===== config.mk =====
export PLATFORM = sky130hd
export DESIGN_NAME = deadline_timer_unit
export DESIGN_NICKNAME = d
export VERILOG_FILES = /design/src/rtl/dtu_pkg.sv /design/src/rtl/dtu_timer.sv /design/src/rtl/dtu_softint.sv /design/src/rtl/deadline_timer_unit.sv
export SDC_FILE = /design/constraint.sdc
export NUM_CORES = 2
export LEC_CHECK = 0
export BUFFER_PORTS_ARGS = -buffer_cell sky130_fd_sc_hd__buf_2
export CELL_PAD_IN_SITES_DETAIL_PLACEMENT = 2
export CELL_PAD_IN_SITES_GLOBAL_PLACEMENT = 2
export CORE_UTILIZATION = 36
export CTS_BUF_LIST = sky130_fd_sc_hd__clkbuf_16
export CTS_CLUSTER_SIZE = 16
export DETAILED_ROUTE_END_ITERATION = 6
export HOLD_SLACK_MARGIN = 0.08
export PLACE_DENSITY_LB_ADDON = 0.3
export SETUP_SLACK_MARGIN = 0.1
export SLEW_MARGIN = 20
export SYNTH_ARGS = -nofsm -noshare
export SYNTH_HDL_FRONTEND = slang
export SYNTH_SLANG_ARGS = --single-unit

===== constraint.sdc =====
create_clock -name clk -period 5.05 [get_ports clk]
set_input_delay 0.7575 -clock clk [delete_from_list [all_inputs] [get_ports clk]]
set_output_delay 0.7575 -clock clk [all_outputs]
set_load 0.05 [all_outputs]

===== src/rtl/dtu_pkg.sv =====
package dtu_pkg;
  localparam int N_TIMERS = 3;
  localparam int SEL_W    = 2;

  // Soft-interrupt bit driven by each timer's expiry.
  function automatic int sint_bit(input int idx);
    return (idx == 0) ? 0 : 16;
  endfunction
endpackage


===== src/rtl/dtu_timer.sv =====
module dtu_timer #(
  parameter int DATA_W = 64
) (
  input  logic              clk,
  input  logic              rst,
  input  logic              tick_en,
  input  logic              cnt_wr,
  input  logic              cmp_wr,
  input  logic [DATA_W-1:0] wr_data,
  output logic              fire_o,
  output logic [DATA_W-1:0] view_o
);
  localparam int CW = DATA_W - 1;

  logic [CW-1:0] cnt_q, dl_q, cnt_nxt, cnt_inc;
  logic          dis_q, armed_q, late_q;
  logic          hit;

  assign cnt_inc = cnt_q + 1'b1;

  always_comb begin
    if (cnt_wr)       cnt_nxt = wr_data[CW-1:0];
    else if (tick_en) cnt_nxt = cnt_inc;
    else              cnt_nxt = cnt_q;
  end

  // Expiry: the tick carries the counter onto the deadline, or the deadline was already behind.
  assign hit = tick_en && !cnt_wr && !cmp_wr && armed_q && !dis_q &&
               (late_q || (cnt_inc == dl_q));

  always_ff @(posedge clk) begin
    if (rst) begin
      cnt_q   <= '0;
      dl_q    <= '0;
      dis_q   <= 1'b1;
      armed_q <= 1'b0;
      late_q  <= 1'b0;
    end else begin
      cnt_q <= cnt_nxt;
      if (cnt_wr) begin
        dis_q <= wr_data[CW];
        if (wr_data[CW]) begin
          armed_q <= 1'b0;
          late_q  <= 1'b0;
        end
      end else if (cmp_wr) begin
        dis_q   <= wr_data[CW];
        dl_q    <= wr_data[CW-1:0];
        armed_q <= (|wr_data[CW-1:0]) && !wr_data[CW];
        late_q  <= (wr_data[CW-1:0] <= cnt_nxt);
      end else if (hit) begin
        armed_q <= 1'b0;
        late_q  <= 1'b0;
      end
    end
  end

  assign fire_o = hit;
  assign view_o = {dis_q, cnt_q};

  assert_reset_state_R11: assert property (@(posedge clk)
    rst |=> (cnt_q == '0) && dis_q && !armed_q);

  assert_count_step_R1: assert property (@(posedge clk) disable iff (rst)
    (tick_en && !cnt_wr) |=> (cnt_q == $past(cnt_inc)));

  assert_count_hold_R1: assert property (@(posedge clk) disable iff (rst)
    (!tick_en && !cnt_wr) |=> $stable(cnt_q));

  assert_single_fire_R5: assert property (@(posedge clk) disable iff (rst)
    (fire_o && !cmp_wr) |=> !fire_o);

  assert_disable_cancels_R6: assert property (@(posedge clk) disable iff (rst)
    ((cnt_wr || cmp_wr) && wr_data[CW]) |=> !fire_o);
endmodule


===== src/rtl/dtu_softint.sv =====
module dtu_softint
  import dtu_pkg::*;
#(
  parameter int SINT_W = 32
) (
  input  logic                clk,
  input  logic                rst,
  input  logic [N_TIMERS-1:0] fire,
  input  logic [SINT_W-1:0]   clr,
  output logic [SINT_W-1:0]   sint_q,
  output logic                pend_q,
  output logic                wake_q
);
  logic [SINT_W-1:0] set_vec, sint_nxt;

  always_comb begin
    set_vec = '0;
    for (int i = 0; i < N_TIMERS; i++)
      if (fire[i]) set_vec[sint_bit(i)] = 1'b1;
    sint_nxt = (sint_q & ~clr) | set_vec;
  end

  always_ff @(posedge clk) begin
    if (rst) begin
      sint_q <= '0;
      pend_q <= 1'b0;
      wake_q <= 1'b0;
    end else begin
      sint_q <= sint_nxt;
      pend_q <= |sint_nxt;
      wake_q <= |fire;
    end
  end

  assert_set_wins_R9: assert property (@(posedge clk) disable iff (rst)
    (|set_vec) |=> ((sint_q & $past(set_vec)) == $past(set_vec)));

  assert_w1c_R9: assert property (@(posedge clk) disable iff (rst)
    (|(clr & ~set_vec)) |=> ((sint_q & $past(clr & ~set_vec)) == '0));

  assert_wake_pulse_R4: assert property (@(posedge clk) disable iff (rst)
    (|fire) |=> wake_q);

  assert_pending_R10: assert property (@(posedge clk) disable iff (rst)
    pend_q == (|sint_q));
endmodule


===== src/rtl/deadline_timer_unit.sv =====
module deadline_timer_unit
  import dtu_pkg::*;
#(
  parameter int DATA_W = 64,
  parameter int SINT_W = 32
) (
  input  logic              clk,
  input  logic              rst,
  input  logic              tick_en,
  input  logic              wr_en,
  input  logic [SEL_W-1:0]  wr_sel,
  input  logic              wr_deadline,
  input  logic [DATA_W-1:0] wr_data,
  input  logic [SEL_W-1:0]  rd_sel,
  output logic [DATA_W-1:0] rd_data,
  input  logic [SINT_W-1:0] softint_clr,
  output logic [SINT_W-1:0] softint,
  output logic              irq_pending,
  output logic              wake
);
  logic [N_TIMERS-1:0] fire;
  logic [DATA_W-1:0]   view [N_TIMERS];
  logic [DATA_W-1:0]   rd_nxt;

  for (genvar g = 0; g < N_TIMERS; g++) begin : g_tmr
    logic sel_hit;
    assign sel_hit = wr_en && (wr_sel == SEL_W'(g));
    dtu_timer #(.DATA_W(DATA_W)) u_tmr (
      .clk     (clk),
      .rst     (rst),
      .tick_en (tick_en),
      .cnt_wr  (sel_hit && !wr_deadline),
      .cmp_wr  (sel_hit && wr_deadline),
      .wr_data (wr_data),
      .fire_o  (fire[g]),
      .view_o  (view[g])
    );
  end

  always_comb begin
    rd_nxt = '0;
    for (int i = 0; i < N_TIMERS; i++)
      if (rd_sel == SEL_W'(i)) rd_nxt = view[i];
  end

  always_ff @(posedge clk) begin
    if (rst) rd_data <= '0;
    else     rd_data <= rd_nxt;
  end

  dtu_softint #(.SINT_W(SINT_W)) u_sint (
    .clk    (clk),
    .rst    (rst),
    .fire   (fire),
    .clr    (softint_clr),
    .sint_q (softint),
    .pend_q (irq_pending),
    .wake_q (wake)
  );
endmodule


==> reports/metrics.cfg <==
[finish]
drive_above_1_share_pct = 12.2
syn2layout_area_growth_pct = 15.1
finalNonFillerCells = 5607
final_core_util_pct = 42.1
nets = 4700
diodes = 0
nFillCells = 10100

[clocking]
cts-root-buf = clkbuf_16
cts_buffer_depth = 3
numCtsBuffers = 59
cts_sinks = 485
cts_tree = done
htreeDepth = 2
clock_latency_ns = 0.69
hold_buffers = 0
clk_pin_slew_worst_paths_ns = 0.07

[power_and_ir_drop]
ir_drop_uv = 291
p_per_area_mw_per_mm2 = 268
leakagePower_nw = 14.1

[flow_run]
drv_cap = 0

[route]
vias_per_cell = 6.04
dr.pass1.iters = 6
drtIter0Drc = 2593
vias = 33900
wirelength_um = 160000
ant_nets = 0
drc = 0
wire_per_inst_um = 28.5

[logic_synthesis]
synth.most_common_cell = nor2_1
synth_cells = 4273
synth-seq-cells = 485
ys_dominant_reg_cell = dfxtp_1
yosysSeqAreaShare_pct = 30.5
synth_top_cells_by_area = dfxtp_1 (30%), a21oi_1 (8.1%), ha_1 (7.5%)
synth_area_mm2 = 0.0319
post_synth.cell_area_avg_um2 = 7.46
synth_common_cells = nor2_1 (603), nand2_1 (555), a21oi_1 (515), dfxtp_1 (485), clkbuf_1 (260)
synth_nets = 4570
yosysWarnings = 0
yosysUniqueCellTypes = 77
synth-edff-count = 0
synth-async-reset-ratio_pct = 0
yosys.area.top_type = dfxtp_1
synth.top_cell.area_share_pct = 30.5

[critical_path]
cp.required_ns = 5.66
path_cells = nand3_1 > nor4_2 > buf_4 > nand3_1 > nor2_1 > nand3_1 > nor2_1 > xnor2_1 > nor2_1 > a21oi_1 > ha_1 > nand4_1 > nor4_1 > buf_4 > and2_1 > nand2_1 > nor3_1 > a21oi_1 > o22ai_1
worstPathMaxFanout = 9
crit_family = simple AND/OR/NAND/NOR gates
start_kind = flip-flop
slowest_stage = dfxtp_1
slowest_delay_ns = 0.53
arrival_ns = 5.45
cp_num_buf_inv = 2
path_class = reg2reg
endpoint_kind = flip-flop

[die]
initial_utilization_pct = 36.6
coreArea_mm2 = 0.0872
floorplan.die_area_mm2 = 0.0897
pin_count = 203
die_x_um = 300
core.rowCount = 108
die-height_um = 300

[sta]
finalCritPeriodShare_pct = 95.7
min_period_ns = 4.83
fmax_mhz = 207
setup_viol = 0
slew_violations = 0
hold_viol = 0
rsz0062_at_grt = yes
worst_pin_slew_ns = 1.11
hold-worst-slack_ns = 0.238
max_slew_margin_pct = 26.3
tns_ns = 0
skew_ns = 0.0409

[global_route]
grt.overflow.total = 0
track_usage_pct = 34.8
grt_max_degree = 159
antenna_found_initial = 7
grt_pass1_wl_um = 235000
grt_pass1_vias = 35800

[min_path]
hold_class = in2reg

[place]
portBuffers = 202
place_congestion = 0.988
dp_hpwl_um = 122000
dp_cells = 5496

[status]
status = completed

[metal layers]
layer / vias to the layer above / GRT usage, % / share of wire, %
met3: 334 / 4.63 / 6.3
li1: 15100 / - / -
met2: 1156 / 56.7 / 46
met1: 17300 / 45.2 / 43
met5: - / 0 / 0.0081
met4: 2 / 17.2 / 5.1
[timing repair]
item	in CTS	in global routing
pin swaps	0	1
buffers inserted	0	1
gates resized for setup	1	27
hold endpoints to repair	0	0
endpoints found under the setup margin	1	3
[worst reg2reg max path, delay by kind of cell, from the launching register on]
family                     cells  cell delay, ns
adders and majority gates      1            0.32
and+or+nand+nor               12            3.05
AOI/OAI and AO/OA              3            0.34
xor gates and xnor gates       1            0.13
buffers and inverters          2            0.41
DFF                            1            0.53
[flip-flops by register name (all words and copies together), names as in the netlist]
name and flops:
g_tmr.u_tmr.cnt_q 189, g_tmr.u_tmr.dl_q 189, rd_data 64, u_sint.sint_q 32
g_tmr.u_tmr.armed_q 3, g_tmr.u_tmr.dis_q 3, g_tmr.u_tmr.late_q 3, u_sint.pend_q 1
u_sint.wake_q 1
[cell families (layout without fill, tap and decap cells)]
| logic type | after synthesis | after routing | synth area share [%] |
|---|---|---|---|
| buffers and inverters | 352 | 531 | 4.24 |
| adders and majority gates | 192 | 192 | 7.54 |
| AOI/OAI and AO/OA | 802 | 802 | 14.5 |
| and+or+nand+nor | 1914 | 1914 | 28.3 |
| muxes | 87 | 87 | 2.74 |
| DFF | 485 | 485 | 30.5 |
| xor gates and xnor gates | 441 | 441 | 12.2 |
[final cells by class]
class / count / area, um2 / share of cell area [%]
clock buffers: 60 / 1500 / 4.09
multi-input cells: 3436 / 21000 / 57.1
clock inverters: 50 / 465 / 1.27
repair buffers: 384 / 2450 / 6.69
flip-flops and latches: 485 / 9720 / 26.5
inverters: 37 / 139 / 0.379
well taps: 1155 / 1450 / 3.94
[worst paths after layout]
kind                                      start                            endpoint  slack, ns  cells after the start
max          g_tmr[2].u_tmr.cnt_q[2]$_SDFF_PP0_  g_tmr[2].u_tmr.late_q$_SDFFE_PP0P_       0.22                     19
min                             softint_clr[25]        u_sint.sint_q[25]$_SDFF_PP0_       0.24                      2
max reg2reg  g_tmr[2].u_tmr.cnt_q[2]$_SDFF_PP0_  g_tmr[2].u_tmr.late_q$_SDFFE_PP0P_       0.22                     19
min reg2reg        u_sint.sint_q[26]$_SDFF_PP0_        u_sint.sint_q[26]$_SDFF_PP0_       0.46                      2
[where the power goes]
| part | switching, mW | leakage, nW | internal (mW) |
|---|---|---|---|
| combinational | 0.907 | 9.24 | 0.441 |
| clock | 1.98 | 0.937 | 2.48 |
| sequential | 0.109 | 3.93 | 3.90 |
[through the flow]
stage	cell area [um2]	total power, mW	setup WS, ns
CTS	36600	9.86	0.143
global route	36700	10.1	0.0343
detailed placement	34600	5.39	0.156
finish	36700	9.82	0.219
floorplan	31900	4.79	0.489
global placement	34600	5.34	0.254
[cell usage in the layout (no fill, tap or decap), types with 15 or more instances in the layout]
cell type / instances
and2_1: 27
nand2b_1: 37
or3_1: 33
inv_1: 37
nand3_1: 128
clkbuf_16: 60
xnor2_1: 242
mux2i_1: 86
nor3_1: 80
and4_1: 44
nor2b_1: 28
a31oi_1: 22
xor2_1: 198
o21ai_0: 63
ha_1: 191
nand2_1: 551
nor4_1: 88
and3_1: 47
a21oi_1: 514
nand4_1: 173
a21o_1: 76
buf_2: 199
nor2_1: 602
dfxtp_1: 477
o21a_1: 15
buf_4: 179
No activity file was read; power rests on OpenSTA's default activity.
